[config.mk]
export PLATFORM = sky130hd
export DESIGN_NAME = pic_prog_front
export DESIGN_NICKNAME = d
export VERILOG_FILES = /design/src/rtl/pic_fe_pkg.sv /design/src/rtl/pic_fe_decode.sv /design/src/rtl/pic_fe_init_seq.sv /design/src/rtl/pic_fe_cmd_regs.sv /design/src/rtl/pic_fe_capture.sv /design/src/rtl/pic_prog_front.sv
export SDC_FILE = /design/constraint.sdc
export NUM_CORES = 1
export LEC_CHECK = 0
export BUFFER_PORTS_ARGS = -buffer_cell sky130_fd_sc_hd__buf_2
export CORE_UTILIZATION = 40
export CTS_CLUSTER_DIAMETER = 150
export DETAILED_ROUTE_END_ITERATION = 10
export GPL_TIMING_DRIVEN = 0
export PLACE_DENSITY_LB_ADDON = 0.12
export SETUP_SLACK_MARGIN = 0.15
export SYNTH_ARGS = -nofsm -noshare
export SYNTH_HDL_FRONTEND = slang
export SYNTH_SLANG_ARGS = --single-unit
export TNS_END_PERCENT = 20
[constraint.sdc]
create_clock -name clk -period 3.5 [get_ports clk]
set_input_delay 0.175 -clock clk [delete_from_list [all_inputs] [get_ports clk]]
set_output_delay 0.175 -clock clk [all_outputs]
set_load 0.05 [all_outputs]
[src/rtl/pic_fe_pkg.sv]
// Shared definitions for the interrupt controller programming front end.
// Assumes an 8-bit or wider bus; field positions below are fixed by the
// command word formats and do not scale with the data width.
package pic_fe_pkg;

    // initialization sequencer states; SEQ_IDLE means no sequence running
    typedef enum logic [1:0] {
        SEQ_IDLE = 2'd0,
        SEQ_W2   = 2'd1,
        SEQ_W3   = 2'd2,
        SEQ_W4   = 2'd3
    } seq_state_t;

    // decoded bus strobes for one cycle
    typedef struct packed {
        logic wr_init;   // first initialization word on command port
        logic wr_cmd2;   // second operation command
        logic wr_cmd3;   // third operation command
        logic wr_data;   // any data-port write
        logic rd_cmd;    // command-port read
        logic rd_data;   // data-port read
    } bus_dec_t;

    localparam int unsigned INIT_MARK_BIT = 4;  // marks the first init word
    localparam int unsigned CMD_TYPE_LO   = 3;  // bits 4:3 pick the command
    localparam int unsigned W4_EN_BIT     = 0;  // in first word: fourth word present
    localparam int unsigned RSEL_VALID    = 1;  // in cmd3: selection is valid
    localparam int unsigned RSEL_ISR      = 0;  // in cmd3: 1 selects in-service
    localparam logic [1:0]  PORT_SEL_MASK = 2'b01; // offsets alias on bit 1

endpackage

[src/rtl/pic_fe_decode.sv]
// Bus decoder: turns chip select, offset, strobes and the command-type bits
// of the write data into one-cycle strobes. Purely combinational.
// Assumes rd and wr are never active together.
module pic_fe_decode
    import pic_fe_pkg::*;
(
    input  logic       cs,
    input  logic [1:0] addr,
    input  logic       rd,
    input  logic       wr,
    input  logic [1:0] type_bits,   // write data bits 4:3
    output bus_dec_t   dec
);
    logic port_data;

    // port choice uses only the masked offset so aliases behave the same
    always_comb port_data = (addr & PORT_SEL_MASK) != 2'b00;

    // strobe generation
    always_comb begin
        dec         = '0;
        dec.wr_init = cs && wr && !port_data && type_bits[1];
        dec.wr_cmd2 = cs && wr && !port_data && (type_bits == 2'b00);
        dec.wr_cmd3 = cs && wr && !port_data && (type_bits == 2'b01);
        dec.wr_data = cs && wr && port_data;
        dec.rd_cmd  = cs && rd && !port_data;
        dec.rd_data = cs && rd && port_data;
    end
endmodule

[src/rtl/pic_fe_init_seq.sv]
// Initialization sequencer: stores the four initialization words in order,
// gates the fourth on the enable bit of the first, flags a write into a
// disabled slot, and tells the mask logic when data-port writes are free.
// Assumes wr_init and wr_data are never active in the same cycle.
module pic_fe_init_seq
    import pic_fe_pkg::*;
#(
    parameter int unsigned DW = 8
) (
    input  logic          clk,
    input  logic          rst_n,
    input  logic          wr_init,
    input  logic          wr_data,
    input  logic [DW-1:0] din,
    output logic [DW-1:0] w1,
    output logic [DW-1:0] w2,
    output logic [DW-1:0] w3,
    output logic [DW-1:0] w4,
    output logic          seq_active,
    output logic          mask_load,
    output logic          err
);
    seq_state_t state;

    // sequence state, word storage and sticky error
    always_ff @(posedge clk) begin
        if (!rst_n) begin
            state <= SEQ_IDLE;
            w1    <= '0;
            w2    <= '0;
            w3    <= '0;
            w4    <= '0;
            err   <= 1'b0;
        end else if (wr_init) begin
            w1    <= din;
            state <= SEQ_W2;
            err   <= 1'b0;
        end else if (wr_data) begin
            case (state)
                SEQ_W2: begin
                    w2    <= din;
                    state <= SEQ_W3;
                end
                SEQ_W3: begin
                    w3    <= din;
                    state <= SEQ_W4;
                end
                SEQ_W4: begin
                    if (w1[W4_EN_BIT]) w4  <= din;
                    else               err <= 1'b1;
                    state <= SEQ_IDLE;
                end
                default: ;
            endcase
        end
    end

    // sequence status toward the mask logic
    always_comb begin
        seq_active = (state != SEQ_IDLE);
        mask_load  = wr_data && (state == SEQ_IDLE);
    end
endmodule

[src/rtl/pic_fe_cmd_regs.sv]
// Operation command registers: mask, second and third commands, and the
// remembered read selection for the command port.
// Assumes the strobes come from pic_fe_decode and are mutually exclusive.
module pic_fe_cmd_regs
    import pic_fe_pkg::*;
#(
    parameter int unsigned DW = 8
) (
    input  logic          clk,
    input  logic          rst_n,
    input  logic          wr_init,
    input  logic          wr_cmd2,
    input  logic          wr_cmd3,
    input  logic          mask_load,
    input  logic [DW-1:0] din,
    output logic [DW-1:0] mask,
    output logic [DW-1:0] cmd2,
    output logic [DW-1:0] cmd3,
    output logic          sel_isr
);
    localparam logic [DW-1:0] CMD3_INIT = DW'(1) << RSEL_VALID; // selects request

    // mask register
    always_ff @(posedge clk) begin
        if (!rst_n)         mask <= '0;
        else if (wr_init)   mask <= '0;
        else if (mask_load) mask <= din;
    end

    // second operation command
    always_ff @(posedge clk) begin
        if (!rst_n)       cmd2 <= '0;
        else if (wr_cmd2) cmd2 <= din;
    end

    // third operation command and remembered read selection
    always_ff @(posedge clk) begin
        if (!rst_n) begin
            cmd3    <= CMD3_INIT;
            sel_isr <= 1'b0;
        end else if (wr_init) begin
            cmd3    <= CMD3_INIT;
            sel_isr <= 1'b0;
        end else if (wr_cmd3) begin
            cmd3 <= din;
            if (din[RSEL_VALID]) sel_isr <= din[RSEL_ISR];
        end
    end
endmodule

[src/rtl/pic_fe_capture.sv]
// Status capture: one register per input line, loaded every cycle, cleared
// by reset. Assumes the pins are synchronous to clk.
module pic_fe_capture #(
    parameter int unsigned N = 8
) (
    input  logic         clk,
    input  logic         rst_n,
    input  logic [N-1:0] pins,
    output logic [N-1:0] q
);
    for (genvar i = 0; i < N; i++) begin : g_bit
        // per-line capture flop
        always_ff @(posedge clk) begin
            if (!rst_n) q[i] <= 1'b0;
            else        q[i] <= pins[i];
        end
    end
endmodule

[src/rtl/pic_prog_front.sv]
// Top of the programming front end: decoder, initialization sequencer,
// command registers, two status captures, and the combinational read mux.
// Assumes DW >= 5 so every decoded field exists on the bus.
module pic_prog_front
    import pic_fe_pkg::*;
#(
    parameter int unsigned DW = 8
) (
    input  logic          clk,
    input  logic          rst_n,
    input  logic          cs,
    input  logic [1:0]    addr,
    input  logic          rd,
    input  logic          wr,
    input  logic [DW-1:0] din,
    output logic [DW-1:0] dout,
    input  logic [DW-1:0] req_pins,
    input  logic [DW-1:0] isr_pins,
    output logic [DW-1:0] init_w1,
    output logic [DW-1:0] init_w2,
    output logic [DW-1:0] init_w3,
    output logic [DW-1:0] init_w4,
    output logic [DW-1:0] cmd2,
    output logic [DW-1:0] cmd3,
    output logic [DW-1:0] mask_o,
    output logic          err_o
);
    bus_dec_t      dec;
    logic          seq_active;
    logic          mask_load;
    logic          sel_isr;
    logic [DW-1:0] req_q;
    logic [DW-1:0] isr_q;

    pic_fe_decode u_dec (
        .cs        (cs),
        .addr      (addr),
        .rd        (rd),
        .wr        (wr),
        .type_bits (din[INIT_MARK_BIT:CMD_TYPE_LO]),
        .dec       (dec)
    );

    pic_fe_init_seq #(.DW(DW)) u_seq (
        .clk        (clk),
        .rst_n      (rst_n),
        .wr_init    (dec.wr_init),
        .wr_data    (dec.wr_data),
        .din        (din),
        .w1         (init_w1),
        .w2         (init_w2),
        .w3         (init_w3),
        .w4         (init_w4),
        .seq_active (seq_active),
        .mask_load  (mask_load),
        .err        (err_o)
    );

    pic_fe_cmd_regs #(.DW(DW)) u_cmd (
        .clk       (clk),
        .rst_n     (rst_n),
        .wr_init   (dec.wr_init),
        .wr_cmd2   (dec.wr_cmd2),
        .wr_cmd3   (dec.wr_cmd3),
        .mask_load (mask_load),
        .din       (din),
        .mask      (mask_o),
        .cmd2      (cmd2),
        .cmd3      (cmd3),
        .sel_isr   (sel_isr)
    );

    pic_fe_capture #(.N(DW)) u_req (
        .clk   (clk),
        .rst_n (rst_n),
        .pins  (req_pins),
        .q     (req_q)
    );

    pic_fe_capture #(.N(DW)) u_isr (
        .clk   (clk),
        .rst_n (rst_n),
        .pins  (isr_pins),
        .q     (isr_q)
    );

    // read data mux, zero when no read is addressed
    always_comb begin
        dout = '0;
        if (dec.rd_data)     dout = mask_o;
        else if (dec.rd_cmd) dout = sel_isr ? isr_q : req_q;
    end
endmodule

### Word-level counts from Yosys, hierarchy flattened

Index checks and enable logic that the tools add are counted.

| storage, ports and cells | value |
|---|---|
| input bits | 31 |
| register bits after elaboration | 76 |
| output and inout bits | 65 |

| operators by class | value |
|---|---|
| muxes and demuxes | 6 |
| bitwise logic cells | 3 |
| reductions and logical operators | 24 |
| eq/ne operators | 4 |

Operator list:

| kind | count |
|---|---|
| $mux W8 | 3 |
| $logic_and A1 B1 Y1 | 10 |
| $reduce_and A3 Y1 | 3 |
| $pmux W2 S3 | 1 |
| $reduce_and A2 Y1 | 3 |
| $eq A2 B1 Y1 const B | 2 |
| $eq A2 B2 Y1 const B | 2 |
| $logic_not A2 Y1 | 2 |
| $reduce_and A4 Y1 | 1 |
| $reduce_bool A4 Y1 | 1 |
| $not A1 Y1 | 3 |
| $reduce_bool A3 Y1 | 1 |
| $mux W1 | 2 |
| $reduce_bool A2 Y1 | 1 |
| $reduce_or A2 Y1 | 1 |
| $logic_not A1 Y1 | 1 |

### Depth between registers and ports, before layout

| depth | value |
|---|---|
| depth after elaboration | 5 |
| depth in mapped cells | 6 |
| gate-level depth less buffers | 5 |

### Modules after synthesis

Synthesis repeated with hierarchy kept, for this count alone.

| unflattened totals | value |
|---|---|
| cell total of the unflattened synthesis | 288 |
| area, all modules | 3139.3 µm² |

Modules (own cells, without submodules):

| module | times used | seq. area each (µm²) | cells an instance | area an instance (µm²) |
|---|---|---|---|---|
| pic_fe_init_seq | 1 | 700.7 | 140 | 1453.9 |
| pic_fe_cmd_regs | 1 | 500.5 | 82 | 999.7 |
| pic_fe_capture | 2 | 160.2 | 16 | 210.2 |
| pic_prog_front | 1 | 0.0 | 27 | 186.4 |
| pic_fe_decode | 1 | 0.0 | 7 | 78.8 |

### Worst setup path after synthesis

No wires, ideal clock.

| timing | value |
|---|---|
| path kind | reg2out |
| from | register u_cmd.sel_isr |
| to | output port dout[0] |
| stages on the path, launching flop included | 4 |
| path buffers | 1 |
| slack | 1.613 ns |
| arrival time | 1.712 ns |
| cell sequence | dfxtp_1 clkbuf_2 mux2i_1 o21ai_0 |

| on the way | value |
|---|---|
| word-level cells in the longest chain between the ends | 3 |

RTL lines:

| item | RTL line | RTL |
|---|---|---|
| start: declaration | pic_fe_cmd_regs.sv:19 | `output logic sel_isr` |
| start signal: assignment | pic_fe_cmd_regs.sv:46 | `if (din[RSEL_VALID]) sel_isr <= din[RSEL_ISR];` |
| $mux W8 (2 in series) | pic_prog_front.sv:91 | `else if (dec.rd_cmd) dout = sel_isr ? isr_q : req_q;` |
| $mux W8 | pic_prog_front.sv:90 | `if (dec.rd_data) dout = mask_o;` |
| end: declaration | pic_prog_front.sv:16 | `output logic [DW-1:0] dout,` |

Every way passes these cells.

### Worst setup path after layout

| timing | value |
|---|---|
| from | register u_cmd.sel_isr |
| to | output port dout[1] |

The elaborated chain is that of the path after synthesis.

==> results.toml <==
[timing]
fin_skew_ps = 4.25
grt_setup_unrepaired = "false"
drv_slew = 0
finalCriticalPeriod_ps = 1710
tightest_slew_ps = 621
setup-tns-final_ps = 0
hold_violations = 0
max_freq_ghz = 0.586
maxSlewHeadroom = 0.586
finalSetupViolCount = 0
hold_ws_ps = 33.3
fin_crit_sh = 0.487

[synth]
synth_edf_count = 0
synth.yosys.warnings = 0
syn_nets = 382
synthCells = 344
netlist_top_cells_area = "dfxtp_1 52%, nand2_1 9.3%, a21oi_1 8.9%"
synth_top_area_share = 0.518
synthArstFlopShare = 0
synth_seq_cells = 76
syn-mean-instance-area_um2 = 8.54
synth_flop_cell = "dfxtp_1"
syn_area_mm2 = 0.00294
ys_seq_area_frac = 0.518
synth.largest_area_cell = "dfxtp_1"
ys_types = 28

[worst_hold_path]
hold_path.class = "in2reg"

[clock_tree]
clock-sinks = 76
insertion_delay_ps = 340
numCtsBuffers = 9
ctsResizeCount = 0
cts_tree = "done"
cts_max_path_buffers = 2
cts.clk_slew.worst_paths_ps = 80
postCtsHoldBufs = 0
clockRootBuffer = "clkbuf_8"
cts_setup_buffers = 0
htree_levels = 3

[floorplan]
die_x_um = 87.7
initial_core_util = 0.423
core_mm2 = 0.00694
pin_count = 96
die_y_um = 87.7
die_area_mm2 = 0.00769
fp-row-count = 30

[routing]
drc = 0
first_pass_iters = 4
vias = 2722
ant_nets = 0
drtIter0Drc = 96
via_per_inst = 4.96
drt_wl_total_um = 7710
wl_per_cell_um = 14.0

[power_and_ir_drop]
p_clk_frac = 0.391
ir_drop_mv = 0.178
swShare = 0.251
p_comb_frac = 0.085
p_sw_w = 0.000427
p_int_w = 0.00127
powerDensity_mw_per_mm2 = 456
leakage_nw = 1.60
seqPwrFrac = 0.524

[worst_setup_path]
crit_arrival_ps = 1530
crit_required_ps = 3320
end_kind = "output port"
crit_type = "reg2out"
start_kind = "flop"
cp_max_fo = 9

[global_routing]
grt.total_usage = 0.209
grt_pass1_vias = 2364
grt_pass1_wl_um = 12000
grt_overflow_total = 0
antenna_found_initial = 0
grt_max_degree = 14

[placed_design]
placedCellCount = 533
place.port_buffers = 93
place.detailed.hpwl_um = 5480
gp_congestion = 0.798

[final_layout]
area_growth_pct = 26.8
drive_gt1_frac = 0.278
diodes = 0
layoutNonFillerInstCount = 549
fin_util = 0.537
nets = 486

[job]
cap_violations = 0

[run_status]
outcome = "complete, no violations"
==> power by group through the flow <==
stage	logic (W)	registers, W	clock network, W
floorplan	0.0000636	0.000934	0
global placement	0.000144	0.000910	0
detailed placement	0.000145	0.000910	0
CTS	0.000146	0.000890	0.000681
global route	0.000158	0.000892	0.000722
finish	0.000144	0.000890	0.000665
==> layout by cell type, fill, tap and decap left out, types with 7 or more instances in the layout <==
cell | synthesis | routed
buf_2 | 10 | 103
dfxtp_1 | 76 | 76
nand2_1 | 73 | 73
a21oi_1 | 52 | 52
o21ai_0 | 28 | 28
nand3_1 | 22 | 22
and2_1 | 17 | 17
clkbuf_1 | 10 | 10
clkbuf_8 | 0 | 10
mux2i_1 | 9 | 9
ha_1 | 7 | 7
==> worst paths after layout <==
kind,depth (start not counted),to,startpoint,slack [ps]
max,4,dout[1],u_cmd.sel_isr,1790
min reg2reg,2,u_seq.w2[3],u_seq.w2[3],450
min,2,u_isr.q[2],isr_pins[2],30
max reg2reg,5,u_seq.w4[3],u_seq.state[1],2060
==> worst max-delay path, stage by stage, from the launching register on <==
cell and delay [ps]:
dfxtp_1 310, clkbuf_2 290, mux2i_1 120, o21ai_0 180, buf_2 300
==> flip-flops by register name (all words and copies together) (netlist names), 8 cells and up <==
| signal | count |
|---|---|
| u_cmd.cmd2 | 8 |
| u_seq.w3 | 8 |
| u_req.q | 8 |
| u_cmd.cmd3 | 8 |
| u_isr.q | 8 |
| u_seq.w4 | 8 |
| u_seq.w2 | 8 |
| u_cmd.mask | 8 |
| u_seq.w1 | 8 |
==> cell type report <==
| class | count | area [µm²] |
|---|---|---|
| clock inverters | 6 | 63.8 |
| multi-input cells | 237 | 1270 |
| repair buffers | 93 | 465 |
| well taps | 96 | 120 |
| inverters | 5 | 18.8 |
| fillers | 691 | 3220 |
| flip-flops and latches | 76 | 1520 |
| plain buffers | 26 | 126 |
| clock buffers | 10 | 138 |
==> layer usage <==
layer  vias to the layer above  part of all wire  global-route usage
met1                      1260              0.45               0.283
met2                        87              0.47               0.319
met5                         -                 0                   0
met3                         4             0.076              0.0631
li1                       1371                 -                   -
met4                         0            0.0056              0.0626
==> cell families after synthesis <==
logic type,Yosys count,synth area share
buf+inv,31,0.0494
fa+ha+maj,7,0.0298
mux,9,0.0307
flops,76,0.518
simple gates,137,0.227
compound gates,84,0.145
==> through the flow <==
step	cell area [µm²]	setup WS, ps	power (W)
after floorplan	2940	1610	0.000998
after global placement	3520	1970	0.00105
after global routing	3730	1670	0.00177
after detailed placement	3520	1930	0.00106
after CTS	3730	1770	0.00172
final	3730	1790	0.00170
==> cell usage after synthesis, types with 2 or more instances <==
| cell | instances |
|---|---|
| dfxtp_1 | 76 |
| buf_2 | 10 |
| nand3_1 | 22 |
| nand2_1 | 73 |
| o21ai_0 | 28 |
| and3_1 | 5 |
| nor2_1 | 5 |
| buf_4 | 4 |
| nand3b_1 | 2 |
| nand4_1 | 3 |
| a21oi_1 | 52 |
| ha_1 | 7 |
| inv_1 | 5 |
| clkbuf_1 | 10 |
| and2_1 | 17 |
| mux2i_1 | 9 |
| a31oi_1 | 2 |
| and4_1 | 4 |
(Power assumes the default switching activity.)
